<file path="config.mk">
export PLATFORM = sky130hd
export DESIGN_NAME = lockdir_server
export DESIGN_NICKNAME = d
export VERILOG_FILES = /design/src/rtl/lockdir_pkg.sv /design/src/rtl/lockdir_pick.sv /design/src/rtl/lockdir_cam.sv /design/src/rtl/lockdir_ctrl.sv /design/src/rtl/lockdir_server.sv
export SDC_FILE = /design/constraint.sdc
export NUM_CORES = 1
export LEC_CHECK = 0
export BUFFER_PORTS_ARGS = -buffer_cell sky130_fd_sc_hd__buf_4
export CAP_MARGIN = 30
export CORE_ASPECT_RATIO = 1.75
export CORE_MARGIN = 3
export CORE_UTILIZATION = 65
export DETAILED_ROUTE_END_ITERATION = 6
export PLACE_DENSITY = 0.83
export SLEW_MARGIN = 20
export SYNTH_ARGS = -nofsm -noshare
export SYNTH_HDL_FRONTEND = slang
export SYNTH_SLANG_ARGS = --single-unit
</file>
<file path="constraint.sdc">
create_clock -name clk -period 10.97 [get_ports clk]
set_input_delay 0.5485 -clock clk [delete_from_list [all_inputs] [get_ports clk]]
set_output_delay 0.5485 -clock clk [all_outputs]
set_load 0.01 [all_outputs]
</file>
<file path="src/rtl/lockdir_pkg.sv">
package lockdir_pkg;

    localparam int LOCKID_W    = 16;
    localparam int PROC_W      = 5;
    localparam int DIR_ENTRIES = 8;

    typedef enum logic {
        OP_ACQUIRE = 1'b0,
        OP_GIVEUP  = 1'b1
    } op_e;

    typedef enum logic [1:0] {
        ST_GRANT = 2'd0,
        ST_ASK   = 2'd1,
        ST_BUSY  = 2'd2,
        ST_DONE  = 2'd3
    } status_e;

    typedef enum logic [1:0] {
        SQ_IDLE = 2'd0,
        SQ_EXEC = 2'd1,
        SQ_RESP = 2'd2
    } seq_e;

    typedef struct packed {
        op_e                 op;
        logic [LOCKID_W-1:0] lock;
        logic [PROC_W-1:0]   pid;
    } cmd_t;

    typedef struct packed {
        status_e           status;
        logic [PROC_W-1:0] owner;
    } rsp_t;

    function automatic int idx_width(input int n);
        return (n > 1) ? $clog2(n) : 1;
    endfunction

endpackage

</file>
<file path="src/rtl/lockdir_pick.sv">
module lockdir_pick #(
    parameter int N     = 8,
    parameter int IDX_W = 3
) (
    input  logic [N-1:0]     req,
    output logic             found,
    output logic [IDX_W-1:0] idx
);
    always_comb begin
        found = 1'b0;
        idx   = '0;
        for (int i = N - 1; i >= 0; i--) begin
            if (req[i]) begin
                found = 1'b1;
                idx   = IDX_W'(i);
            end
        end
    end
endmodule

</file>
<file path="src/rtl/lockdir_cam.sv">
module lockdir_cam
    import lockdir_pkg::*;
#(
    parameter int ENTRIES = DIR_ENTRIES,
    localparam int IDX_W  = idx_width(ENTRIES)
) (
    input  logic                clk,
    input  logic                rst,
    input  logic [LOCKID_W-1:0] key,
    output logic [ENTRIES-1:0]  match_vec,
    output logic                hit,
    output logic [IDX_W-1:0]    hit_idx,
    output logic [PROC_W-1:0]   hit_owner,
    output logic                free_ok,
    output logic [IDX_W-1:0]    free_idx,
    input  logic                wr_en,
    input  logic [IDX_W-1:0]    wr_idx,
    input  logic [LOCKID_W-1:0] wr_lock,
    input  logic [PROC_W-1:0]   wr_owner,
    input  logic                clr_en,
    input  logic [IDX_W-1:0]    clr_idx
);
    logic [ENTRIES-1:0]             empty_vec;
    logic [ENTRIES-1:0][PROC_W-1:0] owner_arr;

    for (genvar g = 0; g < ENTRIES; g++) begin : g_slot
        logic                vld_r;
        logic [LOCKID_W-1:0] lock_r;
        logic [PROC_W-1:0]   own_r;

        always_ff @(posedge clk) begin
            if (rst) begin
                vld_r  <= 1'b0;
                lock_r <= '0;
                own_r  <= '0;
            end else if (clr_en && clr_idx == IDX_W'(g)) begin
                vld_r <= 1'b0;
            end else if (wr_en && wr_idx == IDX_W'(g)) begin
                vld_r  <= 1'b1;
                lock_r <= wr_lock;
                own_r  <= wr_owner;
            end
        end

        assign match_vec[g] = vld_r && (lock_r == key);
        assign empty_vec[g] = !vld_r;
        assign owner_arr[g] = own_r;
    end

    lockdir_pick #(.N(ENTRIES), .IDX_W(IDX_W)) hit_pick_i (
        .req(match_vec), .found(hit), .idx(hit_idx)
    );

    lockdir_pick #(.N(ENTRIES), .IDX_W(IDX_W)) free_pick_i (
        .req(empty_vec), .found(free_ok), .idx(free_idx)
    );

    assign hit_owner = owner_arr[hit_idx];
endmodule

</file>
<file path="src/rtl/lockdir_ctrl.sv">
module lockdir_ctrl
    import lockdir_pkg::*;
#(
    parameter int ENTRIES = DIR_ENTRIES,
    localparam int IDX_W  = idx_width(ENTRIES)
) (
    input  logic                clk,
    input  logic                rst,
    input  logic                cmd_valid,
    output logic                cmd_ready,
    input  cmd_t                cmd_in,
    output logic                rsp_valid,
    output rsp_t                rsp_out,
    output logic [LOCKID_W-1:0] key,
    input  logic                hit,
    input  logic [IDX_W-1:0]    hit_idx,
    input  logic [PROC_W-1:0]   hit_owner,
    input  logic                free_ok,
    input  logic [IDX_W-1:0]    free_idx,
    output logic                wr_en,
    output logic [IDX_W-1:0]    wr_idx,
    output logic [LOCKID_W-1:0] wr_lock,
    output logic [PROC_W-1:0]   wr_owner,
    output logic                clr_en,
    output logic [IDX_W-1:0]    clr_idx
);
    seq_e seq_q;
    cmd_t cmd_q;
    rsp_t rsp_q;
    rsp_t rsp_d;

    assign cmd_ready = (seq_q == SQ_IDLE);
    assign rsp_valid = (seq_q == SQ_RESP);
    assign rsp_out   = rsp_q;
    assign key       = cmd_q.lock;
    assign wr_lock   = cmd_q.lock;
    assign wr_owner  = cmd_q.pid;

    always_comb begin
        wr_en   = 1'b0;
        wr_idx  = '0;
        clr_en  = 1'b0;
        clr_idx = '0;
        rsp_d   = '{status: ST_DONE, owner: cmd_q.pid};
        if (seq_q == SQ_EXEC) begin
            if (cmd_q.op == OP_ACQUIRE) begin
                if (hit) begin
                    wr_en  = 1'b1;
                    wr_idx = hit_idx;
                    rsp_d  = '{status: ST_ASK, owner: hit_owner};
                end else if (free_ok) begin
                    wr_en  = 1'b1;
                    wr_idx = free_idx;
                    rsp_d  = '{status: ST_GRANT, owner: cmd_q.pid};
                end else begin
                    rsp_d  = '{status: ST_BUSY, owner: '0};
                end
            end else if (hit && hit_owner == cmd_q.pid) begin
                clr_en  = 1'b1;
                clr_idx = hit_idx;
            end
        end
    end

    always_ff @(posedge clk) begin
        if (rst) begin
            seq_q <= SQ_IDLE;
            cmd_q <= '0;
            rsp_q <= '0;
        end else begin
            unique case (seq_q)
                SQ_IDLE: if (cmd_valid) begin
                    cmd_q <= cmd_in;
                    seq_q <= SQ_EXEC;
                end
                SQ_EXEC: begin
                    rsp_q <= rsp_d;
                    seq_q <= SQ_RESP;
                end
                default: seq_q <= SQ_IDLE;
            endcase
        end
    end
endmodule

</file>
<file path="src/rtl/lockdir_server.sv">
module lockdir_server
    import lockdir_pkg::*;
#(
    parameter int ENTRIES = DIR_ENTRIES
) (
    input  logic                clk,
    input  logic                rst,
    input  logic                cmd_valid,
    output logic                cmd_ready,
    input  logic                cmd_op,
    input  logic [LOCKID_W-1:0] cmd_lock,
    input  logic [PROC_W-1:0]   cmd_pid,
    output logic                rsp_valid,
    output logic [1:0]          rsp_status,
    output logic [PROC_W-1:0]   rsp_owner
);
    localparam int IDX_W = idx_width(ENTRIES);

    cmd_t                cmd_in;
    rsp_t                rsp_out;
    logic [LOCKID_W-1:0] key;
    logic [ENTRIES-1:0]  cam_match;
    logic                cam_hit;
    logic [IDX_W-1:0]    cam_hit_idx;
    logic [PROC_W-1:0]   cam_hit_owner;
    logic                cam_free_ok;
    logic [IDX_W-1:0]    cam_free_idx;
    logic                wr_en;
    logic [IDX_W-1:0]    wr_idx;
    logic [LOCKID_W-1:0] wr_lock;
    logic [PROC_W-1:0]   wr_owner;
    logic                clr_en;
    logic [IDX_W-1:0]    clr_idx;

    assign cmd_in     = '{op: op_e'(cmd_op), lock: cmd_lock, pid: cmd_pid};
    assign rsp_status = rsp_out.status;
    assign rsp_owner  = rsp_out.owner;

    lockdir_ctrl #(.ENTRIES(ENTRIES)) ctrl_i (
        .clk(clk), .rst(rst),
        .cmd_valid(cmd_valid), .cmd_ready(cmd_ready), .cmd_in(cmd_in),
        .rsp_valid(rsp_valid), .rsp_out(rsp_out), .key(key),
        .hit(cam_hit), .hit_idx(cam_hit_idx), .hit_owner(cam_hit_owner),
        .free_ok(cam_free_ok), .free_idx(cam_free_idx),
        .wr_en(wr_en), .wr_idx(wr_idx), .wr_lock(wr_lock), .wr_owner(wr_owner),
        .clr_en(clr_en), .clr_idx(clr_idx)
    );

    lockdir_cam #(.ENTRIES(ENTRIES)) cam_i (
        .clk(clk), .rst(rst), .key(key), .match_vec(cam_match),
        .hit(cam_hit), .hit_idx(cam_hit_idx), .hit_owner(cam_hit_owner),
        .free_ok(cam_free_ok), .free_idx(cam_free_idx),
        .wr_en(wr_en), .wr_idx(wr_idx), .wr_lock(wr_lock), .wr_owner(wr_owner),
        .clr_en(clr_en), .clr_idx(clr_idx)
    );
endmodule

</file>
# Word level (Yosys, flattened, before mapping)
# Index checks and enable logic that the tools add are counted.
# classes
bitwise	8
reduce_logical	45
magnitude_cmp	1
n_mux	53
n_eq_ne	26
# op_table
operator	count
equality test 16 bit	8
two-way mux 3 bit	23
logical AND 1 bit	25
equality test 3 bit (second input constant)	8
two-way mux 1 bit	23
two-way mux 7 bit	3
AND reduction 2 bit	9
OR reduction 2 bit	8
binary-select mux 5 bit (select 3 bit)	1
equality test 3 x 2 -> 1 bit (second input constant)	4
NOT 1 bit	8
equality test 3 x 1 -> 1 bit (second input constant)	2
zero test 3 bit	2
equality test 5 bit	1
two-way mux 5 bit	1
less-than comparator 3 x 4 -> 1 bit (second input constant)	1
case mux 2 bit (2 select lines)	1
equality test 2 x 1 -> 1 bit (second input constant)	1
equality test 2 bit (second input constant)	1
zero test 2 bit	1
two-way mux 2 bit	1
!= test 2 bit (second input constant)	1
# totals
wordCells	163
in_bits	25
output_inout_bits	9
regBits	207

# Logic depth before layout (Yosys ltp)
# Gate-level depths: netlist of the first run.
# depth
word_depth	21
ltp_mapped	16
depth_no_buf	11

# Modules after synthesis
# Synthesis of the first run repeated with hierarchy kept, for this count alone.
# hier_totals
cells_unflattened	1094
area_unflattened_um2	9862.0
# modules_own_cells
mod	cells_per_inst	n_inst	area_each_um2
lockdir_cam	900	1	8124.0
lockdir_ctrl	168	1	1577.8
lockdir_pick	13	2	80.1

# Worst setup path after synthesis of the first run
# Ideal clock, no wire load.
# synth_timing
kind	flip-flop to flip-flop
startpoint	register ctrl_i.cmd_q (netlist bit ctrl_i.key[2])
endpoint	register cam_i.g_slot[0].vld_r
path_slack_ns	7.241
setup_time_ns	0.120
required_time_ns	10.850
arrival_time_ns	3.610
path_stages_with_launch	12
synth_period_minus_slack_ns	3.729
path_buffers	1
cell_sequence	dfxtp_1 -> buf_2 -> xor2_1 -> or4_1 -> or4_1 -> o22a_1 -> or2_2 -> a2111oi_0 -> nor3b_2 -> xnor2_1 -> or3b_4 -> o31a_1
# synth_via
elab_chain_cells	20
elab_cells_between_ends	53
cone_classes	eq/ne: 9; mux: 30; reduce/logical: 14
# synth_rtl
item	line_no	rtl
start, declared	lockdir_ctrl.sv:28	cmd_t cmd_q;
start signal, assigned	lockdir_ctrl.sv:73	cmd_q <= cmd_in;
equality test 16 bit	lockdir_cam.sv:45	assign match_vec[g] = vld_r && (lock_r == key);
logical AND 1 bit	lockdir_cam.sv:45	
two-way mux 3 bit (8 in a row)	lockdir_pick.sv:13	if (req[i]) begin
binary-select mux 5 bit (select 3 bit)	lockdir_cam.sv:58	assign hit_owner = owner_arr[hit_idx];
two-way mux 5 bit (not written as such)	lockdir_cam.sv:58	
equality test 5 bit	lockdir_ctrl.sv:58	end else if (hit && hit_owner == cmd_q.pid) begin
logical AND 1 bit	lockdir_ctrl.sv:58	
two-way mux 3 bit	lockdir_ctrl.sv:58	
two-way mux 3 bit	lockdir_ctrl.sv:46	if (cmd_q.op == OP_ACQUIRE) begin
two-way mux 3 bit	lockdir_ctrl.sv:45	if (seq_q == SQ_EXEC) begin
zero test 3 bit	lockdir_cam.sv:36	end else if (clr_en && clr_idx == IDX_W'(g)) begin
logical AND 1 bit	lockdir_cam.sv:36	
OR reduction 2 bit (no line)	--	
end signal, assigned	lockdir_cam.sv:33	vld_r <= 1'b0;
end signal, assigned	lockdir_cam.sv:37	vld_r <= 1'b0;
end signal, assigned	lockdir_cam.sv:39	vld_r <= 1'b1;
end, declared	lockdir_cam.sv:27	logic vld_r;
# Parallel ways exist; a longest one is shown, timed or not. The select of a mux whose other input is x is not followed.
# A chain may end at the register's enable or synchronous reset.

# Worst setup path in the final report of the first run
# layout_timing
startpoint	register ctrl_i.cmd_q (netlist bit ctrl_i.key[13])
endpoint	register cam_i.g_slot[3].lock_r[15]
# layout_via
elab_chain_cells	21
elab_cells_between_ends	54
cone_classes	eq/ne: 11; mux: 30; bitwise: 1; reduce/logical: 12
# layout_rtl
item	line_no	rtl
equality test 16 bit	lockdir_cam.sv:45	
logical AND 1 bit	lockdir_cam.sv:45	
two-way mux 3 bit (8 in a row)	lockdir_pick.sv:13	
binary-select mux 5 bit (select 3 bit)	lockdir_cam.sv:58	
two-way mux 5 bit (not written as such)	lockdir_cam.sv:58	
equality test 5 bit	lockdir_ctrl.sv:58	
logical AND 1 bit	lockdir_ctrl.sv:58	
two-way mux 3 bit	lockdir_ctrl.sv:58	
two-way mux 3 bit	lockdir_ctrl.sv:46	
two-way mux 3 bit	lockdir_ctrl.sv:45	
equality test 3 x 2 -> 1 bit	lockdir_cam.sv:36	
logical AND 1 bit	lockdir_cam.sv:36	
NOT 1 bit (no line)	--	
AND reduction 2 bit (no line) (*)	--	
end signal, assigned	lockdir_cam.sv:40	lock_r <= wr_lock;
end, declared	lockdir_cam.sv:28	logic [LOCKID_W-1:0] lock_r;
# Every way passes the cells marked *; elsewhere a longest branch is shown, timed or not. The select of a mux whose other input is x is not followed.

==> reports/metrics.csv, run 1 <==
stage,metric,value,unit
routing,via count,9647,
layout,cell area after layout,11900,µm²
yosys,"EDFF count, synth",0,
worst_setup_path,CP endpoint kind,register,
yosys,"FFs w/ async S/R, synth",0,%
worst_hold_path,worst min-delay path category,primary input to register,
global_routing,GR Util All Layers,35.2,%
layout,"most common cell after layout, fill and taps aside",dfxtp_1,
layout,most frequent cells in the layout,"207 x dfxtp_1, 179 x nor2_1, 135 x nand2_1",
clocking,CTS tree,built,
pwr,pwr dens,143,nW/µm²
clocking,Post-CTS Setup Repair Bufs,0,
yosys,Synthesis Warnings,0,
clocking,CTS Buffer Depth,3,
clocking,H-tree depth,1,
yosys,sequential fraction of the synthesis area,38.2,%
placed_design,RePlAce Congestion,1.08,
worst_setup_path,reg2reg path depth,13,
pwr,Clk pwr share,44.3,%
routing,uppermost routed layer,met4,
timing,period utilization,46.0,%
routing,Final ANT Viol Nets,0,
yosys,number of synthesized register bits,207,
yosys,syn_area_per_cell,8.36,µm²
pwr,sequential share of power,45.5,%
pwr,internal power,1.28,mW
timing,measured slew at the worst slew-check pin,0.921,ns
routing,met3 wire length,1.89,mm
floorplan,# rows,61,
yosys,syn nets,1322,
clocking,Inserted Clock Buffers,20,
floorplan,Ports,34,
layout,layout cells sized above 1,9.09,%
floorplan,Die Ht,177,µm
pwr,Combinational Power Share,10.2,%
timing,Final min period,5.04,ns
pwr,switching share of power,24.8,%
routing,drt pass-1 iters,6,
floorplan,Initial Utilization,67.3,%
layout,diodes inserted,0,
global_routing,pin count of the biggest net entering global routing,102,
worst_setup_path,FF-to-FF End,cam_i.g_slot[3].lock_r[15],
timing,setup TNS,0,ns
placed_design,post-detail-place hpwl,23.0,mm
yosys,leading area contributor after synthesis,dfxtp_1,
yosys,Syn Std Cell Area,10800,µm²
worst_setup_path,Worst Path Arrival,5.43,ns
worst_setup_path,R2R Setup Slk,5.93,ns
worst_setup_path,peak fanout along the critical path,52,
worst_setup_path,reg2reg start,ctrl_i.key[13],
clocking,Worst-path clk slew,0.07,ns
timing,Final Hold Vio Count,0,
flow_run,max-cap viol count,0,
worst_setup_path,Critical Path Source Type,register,
routing,detailed router's first-iteration violation count,764,
layout,nets,1309,
timing,fmax,0.198,GHz
worst_setup_path,Setup CP Type,register to register,
routing,Vias/cell,6.36,
floorplan,Die ar.,18300,µm²
yosys,Most used DFF post-synth,dfxtp_1,
placed_design,# port buffers,33,
layout,layout overhead on the synthesized area,10.1,%
routing,detailed route wirelength on metal2,16.5,mm
worst_setup_path,required time of the critical path,11.36,ns
clocking,cts hold-fix bufs,0,
global_routing,vias in the first global route,9512,
pwr,Max VDD drop,0.138,mV
global_routing,total grt overflow,0,
routing,WL per Instance,21.6,µm
yosys,number of distinct library cells after synthesis,75,
yosys,largest cells by area after synthesis,"dfxtp_1 38%, mux2i_1 12%, xnor2_1 6.8%, nor2_1 6.2%, nand2_1 4.7%",
yosys,Syn Inst Count,1297,
clocking,worst skew pair latency,0.50,ns
timing,Worst Skew,0.0219,ns
floorplan,Chip Width,104,µm
layout,final core utilization,74.1,%
routing,Total Routed Length,32.7,mm
clocking,clk sink count,207,
timing,Final Max Tran Viols,0,
floorplan,CORE AREA,16100,µm²
routing,Post-Route M1 WL,11.5,mm
pwr,leakage power figure,5.00,nW
timing,final setup vio count,0,
worst_setup_path,crit path from,ctrl_i.key[13],
layout,fin cells,1518,
pwr,P_sw,423,µW
yosys,Synth top area share,38.2,%
global_routing,initial antenna violation count,0,
outcome,outcome,finished clean,
clocking,Resize count post-CTS,0,
clocking,Root Driver,clkbuf_16,
timing,unrepaired setup endpoints after global routing,false,
placed_design,post-place instance area,11200,µm²
placed_design,Inst Count DP,1481,
worst_setup_path,crit path capture,cam_i.g_slot[3].lock_r[15],
global_routing,first-pass GRT wire length,51.1,mm
timing,Slew headroom,38.5,%
routing,DRC Markers,0,
[logic make-up after synthesis]
family	count (synthesis)	synth area share, %
mux	127	11.7
xor+xnor	130	10.5
compound gates	188	11.6
simple gates	529	23.3
flops	207	38.2
buf+inv	116	4.60
[how the worst min path moves through the flow]
| stage | start | endpoint | slack [ns] | cells after the start |
|---|---|---|---|---|
| after global placement | cam_i.g_slot[0].own_r[4] | cam_i.g_slot[0].own_r[4] | 0.44 | 2 |
| after global routing | cmd_pid[4] | ctrl_i.wr_owner[4] | 0.29 | 3 |
| after floorplan | cam_i.g_slot[4].own_r[3] | cam_i.g_slot[4].own_r[3] | 0.44 | 2 |
| after detailed placement | cam_i.g_slot[0].own_r[3] | cam_i.g_slot[0].own_r[3] | 0.45 | 2 |
| final | cmd_lock[2] | ctrl_i.key[2] | 0.29 | 3 |
| after CTS | cmd_lock[2] | ctrl_i.key[2] | 0.29 | 3 |
[flip-flops by register name, summed over array words and instances (netlist names)]
register	count
cam_i.g_slot.lock_r	128
cam_i.g_slot.own_r	40
cam_i.g_slot.vld_r	8
ctrl_i.cmd_q	1
ctrl_i.key	16
ctrl_i.rsp_out	7
ctrl_i.seq_q	2
ctrl_i.wr_owner	5
[power groups by stage]
| stage | sequential, mW | combinational [mW] | clock [mW] |
|---|---|---|---|
| final | 0.776 | 0.173 | 0.755 |
| after global routing | 0.776 | 0.187 | 0.787 |
| after CTS | 0.775 | 0.170 | 0.760 |
| after detailed placement | 0.792 | 0.169 | 0 |
| after global placement | 0.791 | 0.166 | 0 |
| after floorplan | 0.782 | 0.128 | 0 |
[stage by stage]
step / setup slack (ns) / hold slack, ns / power [mW]
after detailed placement: 6.08 / 0.447 / 0.961
after CTS: 6.02 / 0.287 / 1.71
final: 5.93 / 0.291 / 1.70
after floorplan: 7.24 / 0.436 / 0.910
after global placement: 6.15 / 0.444 / 0.957
after global routing: 5.68 / 0.293 / 1.75
[per-layer routing]
layer | GRT usage [%] | up-vias
met5 | 0 | -
met4 | 26.0 | 0
met3 | 5.48 | 167
met2 | 63.9 | 401
met1 | 36.7 | 4566
li1 | - | 4513
[synth_stat cells, types with 3 or more instances]
cell and n:
mux2i_1 126, o211ai_1 10, a31oi_1 10, o22a_1 3, nor3b_1 3, nor4_1 11
a2111oi_0 6, nand2_1 135, buf_4 3, or4_1 23, o2111ai_1 6, xor2_1 46
or3_1 10, o21ai_0 11, xnor2_1 84, buf_2 18, a21boi_0 3, clkbuf_1 68
nand3b_1 4, buf_1 6, and4_1 5, buf_6 4, inv_1 17, a211oi_1 7
dfxtp_1 207, nor2_1 180, o31a_1 4, a21oi_1 85, nand3_1 66, o21bai_1 3
o22ai_1 5, nand2b_1 9, o21a_1 4, nor3_1 23, and3_1 3, o32a_1 3
nand4_1 28, or2_2 6, and2_1 3, nor4b_1 3
[area by class of cell]
| class | instances | area, µm² |
|---|---|---|
| Fill cell | 1202 | 4170 |
| Clock buffer | 28 | 602 |
| Inverter | 17 | 63.8 |
| Sequential cell | 207 | 4140 |
| Multi-Input combinational cell | 974 | 6220 |
| Clock inverter | 8 | 126 |
| Tap cell | 220 | 275 |
| Timing Repair Buffer | 64 | 508 |
[worst max-delay path, stage by stage, from the launching register on]
cell and delay, ns:
dfxtp_1 0.91, xnor2_1 0.23, or4bb_1 0.52, nor4_1 0.40, a211oi_1 0.20, o2111a_1 0.36
nor2_1 0.13, buf_4 0.25, a21o_1 0.15, buf_4 0.47, nand2b_1 0.61, buf_4 0.37
mux2i_1 0.24, nor2_1 0.07
(Power assumes the default switching activity.)
==> run 2: changes to the inputs <==
--- a/config.mk
+++ b/config.mk
@@ -9,9 +9,9 @@
 export CAP_MARGIN = 30
 export CORE_ASPECT_RATIO = 1.75
 export CORE_MARGIN = 3
-export CORE_UTILIZATION = 65
+export CORE_UTILIZATION = 63
 export DETAILED_ROUTE_END_ITERATION = 6
-export PLACE_DENSITY = 0.83
+export PLACE_DENSITY = 0.81
 export SLEW_MARGIN = 20
 export SYNTH_ARGS = -nofsm -noshare
 export SYNTH_HDL_FRONTEND = slang
==> constraint.sdc (replaced) <==
create_clock -name clk -period 4.8 [get_ports clk]
set_input_delay 0.24 -clock clk [delete_from_list [all_inputs] [get_ports clk]]
set_output_delay 0.24 -clock clk [all_outputs]
set_load 0.01 [all_outputs]
==> reports/metrics.csv, run 2 (synthesis results as in run 1) <==
stage,metric,value,unit
pwr,switching share of power,25.7,%
layout,"most common cell after layout, fill and taps aside",dfxtp_1,
worst_setup_path,reg2reg start,ctrl_i.key[12],
layout,Top reg by flops,cam_i.g_slot.lock_r,
outcome,outcome,finished clean,
clocking,worst skew pair latency,0.52,ns
worst_hold_path,worst min-delay path category,primary input to register,
worst_setup_path,Setup CP Type,register to register,
layout,most frequent cells in the layout,"207 x dfxtp_1, 179 x nor2_1, 135 x nand2_1",
global_routing,vias in the first global route,10200,
worst_setup_path,max incr delay on CP,0.71,ns
pwr,pwr dens,313,nW/µm²
timing,measured slew at the worst slew-check pin,0.969,ns
clocking,clk sink count,207,
clocking,H-tree depth,1,
placed_design,# port buffers,33,
clocking,CTS tree,built,
layout,fin cells,1573,
clocking,Post-CTS Setup Repair Bufs,0,
worst_setup_path,peak fanout along the critical path,9,
routing,WL per Instance,22.9,µm
worst_hold_path,WHS Endpoint,ctrl_i.key[8],
layout,multi-input logic area,6220,µm²
pwr,P_sw,992,µW
timing,Fin Hold WS,0.00498,ns
worst_setup_path,required time of the critical path,5.18,ns
floorplan,Die Ht,180,µm
pwr,Max VDD drop,0.315,mV
pwr,Combinational Power Share,11.2,%
floorplan,Ports,34,
layout,nets,1362,
pwr,leakage power figure,5.23,nW
worst_setup_path,CP max stage cell,or4b_2,
routing,DRC Markers,0,
worst_setup_path,Worst Path Arrival,4.96,ns
worst_setup_path,FF-to-FF End,cam_i.g_slot[2].vld_r,
layout,layout overhead on the synthesized area,13.9,%
routing,detailed router's first-iteration violation count,813,
routing,Vias/cell,6.37,
floorplan,Initial Utilization,65.0,%
clocking,Worst-path clk slew,0.07,ns
floorplan,# rows,62,
placed_design,post-detail-place hpwl,26.0,mm
clocking,Inserted Clock Buffers,20,
worst_setup_path,reg2reg path depth,13,
global_routing,total grt overflow,0,
layout,Largest register FFs,128,
worst_setup_path,R2R Setup Slk,0.22,ns
routing,drt pass-1 iters,5,
clocking,cts hold-fix bufs,14,
timing,Slew headroom,35.2,%
layout,layout cells sized above 1,11.4,%
layout,diodes inserted,0,
clocking,Resize count post-CTS,0,
global_routing,initial antenna violation count,0,
layout,# fillers,1221,
global_routing,GR Util All Layers,37.6,%
layout,sequential cell area,4140,µm²
timing,fmax,0.219,GHz
worst_hold_path,Hold Path Depth,3,
timing,Final min period,4.58,ns
timing,setup TNS,0,ns
timing,Worst Skew,0.0198,ns
clocking,CTS Buffer Depth,3,
timing,Final Hold Vio Count,0,
clocking,Root Driver,clkbuf_16,
floorplan,CORE AREA,16700,µm²
floorplan,Die ar.,18900,µm²
routing,via count,10000,
global_routing,pin count of the biggest net entering global routing,73,
timing,unrepaired setup endpoints after global routing,false,
placed_design,Inst Count DP,1525,
routing,Final ANT Viol Nets,0,
pwr,internal power,2.87,mW
worst_setup_path,Critical Path Source Type,register,
placed_design,RePlAce Congestion,1.08,
timing,Final Max Tran Viols,0,
worst_hold_path,Worst Hold Launch,cmd_lock[8],
flow_run,max-cap viol count,0,
timing,period utilization,95.3,%
worst_setup_path,CP endpoint kind,register,
floorplan,Chip Width,105,µm
pwr,total chip power,3.86,mW
routing,Total Routed Length,35.9,mm
pwr,Clk pwr share,42.9,%
global_routing,first-pass GRT wire length,55.9,mm
timing,final setup vio count,0,
worst_setup_path,crit-path cells,buf_4 > xnor2_1 > nand4_1 > or4b_2 > nor4_1 > nand3_1 > a311oi_1 > o2111ai_1 > a21boi_0 > buf_4 > o2111ai_1 > nor4b_1 > nor3_1,
pwr,sequential share of power,45.9,%
==> run 2: power by group through the flow <==
stage          Combinational (mW)  Clock [mW]  Sequential, mW
2_1_floorplan               0.293           0            1.79
3_3_place_gp                0.401           0            1.81
3_5_place_dp                0.409           0            1.81
4_1_cts                     0.421        1.66            1.77
5_1_grt                     0.461        1.73            1.77
6_report                    0.431        1.66            1.77
==> run 2: metal layers <==
layer | track usage [%] | vias up | routed length, µm | share of wire [%]
li1 | - | 4606 | - | -
met1 | 39.4 | 4738 | 12200 | 34
met2 | 67.7 | 491 | 18400 | 51
met3 | 4.74 | 182 | 2230 | 6.2
met4 | 27.3 | 0 | 3120 | 8.7
met5 | 0 | - | 0 | 0
==> run 2: worst max path at each step <==
stage / start / endpoint / slack [ns]
after detailed placement: ctrl_i.key[12] / cam_i.g_slot[2].vld_r / 0.29
after global placement: ctrl_i.key[12] / cam_i.g_slot[2].vld_r / 0.29
after global routing: ctrl_i.key[12] / cam_i.g_slot[2].vld_r / 0.01
final: ctrl_i.key[12] / cam_i.g_slot[2].vld_r / 0.22
after floorplan: ctrl_i.key[2] / cam_i.g_slot[0].vld_r / 1.07
after CTS: ctrl_i.key[12] / cam_i.g_slot[2].vld_r / 0.27
==> run 2: worst max-delay path: cells and delay by family (launching register included) <==
family / cells / cell delay (ns)
XOR/XNOR: 1 / 0.18
flip-flops: 1 / 0.49
AO/OA/AOI/OAI: 4 / 1.06
buffers and inverters: 2 / 0.43
AND/OR/NAND/NOR: 6 / 2.27
==> run 2: layout make-up <==
type | count | area share [%]
multi-input cells | 974 | 50.3
flip-flops and latches | 207 | 33.6
repair buffers | 117 | 7.83
clock buffers | 25 | 4.37
well taps | 224 | 2.27
clock inverters | 9 | 1.13
inverters | 17 | 0.517
==> run 2: per-stage QoR <==
stage	instance area [µm²]	worst slack, ns	util (%)
floorplan	10800	1.07	-
global placement	11500	0.288	69.1
detailed placement	11500	0.289	69.1
CTS	12400	0.275	74.1
global route	12400	0.0103	74.1
finish	12400	0.223	74.1
==> run 3: changes to the inputs <==
--- a/config.mk
+++ b/config.mk
@@ -5,6 +5,7 @@
 export SDC_FILE = /design/constraint.sdc
 export NUM_CORES = 1
 export LEC_CHECK = 0
+export ABC_AREA = 1
 export BUFFER_PORTS_ARGS = -buffer_cell sky130_fd_sc_hd__buf_4
 export CAP_MARGIN = 30
 export CORE_ASPECT_RATIO = 1.75
==> reports/metrics.csv, run 3 <==
stage,metric,value,unit
yosys,sequential fraction of the synthesis area,38.4,%
yosys,Syn Std Cell Area,10800,µm²
yosys,complex-gate fraction of the synthesized area,22.7,%
yosys,simple-gate share of the synthesized area,23.4,%
global_routing,pin count of the biggest net entering global routing,114,
global_routing,GR Util All Layers,36.5,%
timing,unrepaired setup endpoints after global routing,false,
yosys,number of synthesized register bits,207,
worst_setup_path,required time of the critical path,5.24,ns
layout,final core utilization,71.2,%
worst_setup_path,Worst Path Arrival,4.46,ns
timing,Final min period,4.03,ns
clocking,Inserted Clock Buffers,20,
layout,diodes inserted,0,
pwr,leakage power figure,4.76,nW
floorplan,CORE AREA,16600,µm²
floorplan,Chip Width,105,µm
routing,DRC Markers,0,
timing,Final Hold Vio Count,0,
yosys,largest family of logic cells by synthesized area,simple AND/OR/NAND/NOR gates,
global_routing,initial antenna violation count,0,
layout,cell area after layout,11800,µm²
timing,final setup vio count,0,
routing,Post-Route M1 WL,12.3,mm
global_routing,vias in the first global route,10400,
floorplan,Ports,34,
clocking,Worst-path clk slew,0.07,ns
pwr,total chip power,4.03,mW
placed_design,RePlAce Congestion,1.07,
layout,Top reg by flops,cam_i.g_slot.lock_r,
pwr,Max VDD drop,0.329,mV
worst_setup_path,R2R Setup Slk,0.77,ns
flow_run,max-cap viol count,0,
clocking,CTS Buffer Depth,3,
timing,Worst Skew,0.0131,ns
timing,fmax,0.248,GHz
layout,most frequent cells in the layout,"248 x nand2_1, 207 x dfxtp_1, 200 x inv_1",
outcome,outcome,finished clean,
pwr,pwr dens,341,nW/µm²
yosys,list of most frequent post-synthesis cells,"248 x nand2_1, 207 x dfxtp_1, 201 x inv_1",
clocking,Resize count post-CTS,0,
routing,detailed route wirelength on metal2,16.9,mm
routing,met3 wire length,2.19,mm
yosys,Most used DFF post-synth,dfxtp_1,
routing,Vias/cell,6.00,
layout,layout cells sized above 1,8.76,%
timing,period utilization,83.9,%
placed_design,post-place instance area,11100,µm²
yosys,Post-Synth Adder-Cell Area,0,%
floorplan,Die Ht,179,µm
routing,drt pass-1 iters,6,
yosys,Synth top area share,38.4,%
clocking,H-tree depth,1,
clocking,Post-CTS Setup Repair Bufs,0,
worst_hold_path,worst min-delay path category,primary input to register,
yosys,Synthesis Warnings,0,
routing,Final ANT Viol Nets,0,
routing,Total Routed Length,34.7,mm
yosys,"EDFF count, synth",0,
clocking,CTS tree,built,
worst_setup_path,peak fanout along the critical path,33,
yosys,"FFs w/ async S/R, synth",0,%
worst_setup_path,Setup CP Type,register to register,
yosys,leading area contributor after synthesis,dfxtp_1,
routing,WL per Instance,19.1,µm
layout,layout overhead on the synthesized area,9.74,%
clocking,clk sink count,207,
global_routing,first-pass GRT wire length,54.0,mm
yosys,number of distinct library cells after synthesis,40,
timing,Slew headroom,46.7,%
timing,measured slew at the worst slew-check pin,0.798,ns
layout,Largest register FFs,128,
yosys,most common cell in the synthesized netlist,nand2_1,
floorplan,# rows,62,
routing,uppermost routed layer,met4,
yosys,largest cells by area after synthesis,"dfxtp_1 38%, a21oi_1 8.9%, nand2_1 8.6%, inv_1 7.0%, o21ai_0 5.3%",
yosys,Synth Area in XOR/XNOR,2.93,%
placed_design,# port buffers,33,
timing,Fin Hold WS,0.0165,ns
yosys,Syn Inst Count,1601,
clocking,cts hold-fix bufs,0,
worst_setup_path,Critical Path Source Type,register,
timing,Final Max Tran Viols,0,
placed_design,post-detail-place hpwl,24.8,mm
global_routing,total grt overflow,0,
worst_setup_path,CP endpoint kind,register,
layout,"most common cell after layout, fill and taps aside",nand2_1,
clocking,worst skew pair latency,0.51,ns
yosys,syn_area_per_cell,6.73,µm²
layout,nets,1611,
floorplan,Die ar.,18800,µm²
routing,via count,10900,
yosys,multiplexer area fraction after synthesis,0,%
timing,setup TNS,0,ns
yosys,syn nets,1626,
routing,detailed router's first-iteration violation count,961,
floorplan,Initial Utilization,64.9,%
clocking,Root Driver,clkbuf_16,
## run 3: changes by cell type after synthesis, sizes merged, moves of 25 or more
cell / change
a21oi: +108
buf: +26
inv: +205
mux2i: -126
nand2: +116
nor2: -45
o21ai: +202
or4: -25
xnor2: -66
xor2: -28
## run 3: cell type report
class                      instances  area (µm²)
multi-input combinational       1065        5280
inverter                         223         840
clock buffer                      30         639
tap                              224         280
fill                            1449        4770
sequential                       207        4140
clock inverter                     4        70.1
timing repair buffer              69         576
## run 3: kinds of logic (layout without fill, tap and decap cells)
group,count (synthesis),in the layout
buffers and inverters,329,326
and+or+nand+nor,568,568
xor gates and xnor gates,36,36
DFF,207,207
AOI/OAI and AO/OA,461,461
## run 3: per-stage QoR
| stage | std cells | setup WS (ns) |
|---|---|---|
| final | 1822 | 0.772 |
| after global placement | 1786 | 0.940 |
| after detailed placement | 1786 | 0.893 |
| after global routing | 1822 | 0.503 |
| after CTS | 1820 | 0.854 |
| after floorplan | 1601 | 2.24 |
## run 3: layer usage
metal  track usage, %  vias up
li1                 -     5300
met1             38.7     4955
met2             64.2      505
met3             4.29      181
met4             30.7        0
met5                0        -
## run 3: critical path, cell delays in order (launching register included)
cell     delay [ns]
dfxtp_1        0.84
inv_2          0.23
nand2_1        0.15
nand2_1        0.06
nor2_1         0.08
nand2_1        0.05
nor2_1         0.10
nand3_1        0.14
o21ai_1        0.21
nand3_1        0.22
a21oi_2        0.38
inv_2          0.17
nand2_1        0.09
nand2_1        0.08
nor2_4         0.21
inv_2          0.08
nand3_1        0.36
buf_12         0.24
o21ai_0        0.10
a21oi_1        0.13
## run 3: final timing paths
kind | startpoint | to | cells past startpoint
worst max register to register | ctrl_i.key[10] | cam_i.g_slot[4].lock_r[13] | 19
worst min register to register | cam_i.g_slot[6].own_r[0] | cam_i.g_slot[6].own_r[0] | 2
worst min-delay path | cmd_lock[3] | ctrl_i.key[3] | 3
worst max-delay path | ctrl_i.key[10] | cam_i.g_slot[4].lock_r[13] | 19
## run 3: power by group
group	internal [mW]	switching, mW
clock network	1.02	0.687
logic	0.169	0.342
registers	1.75	0.0591
total	2.94	1.09
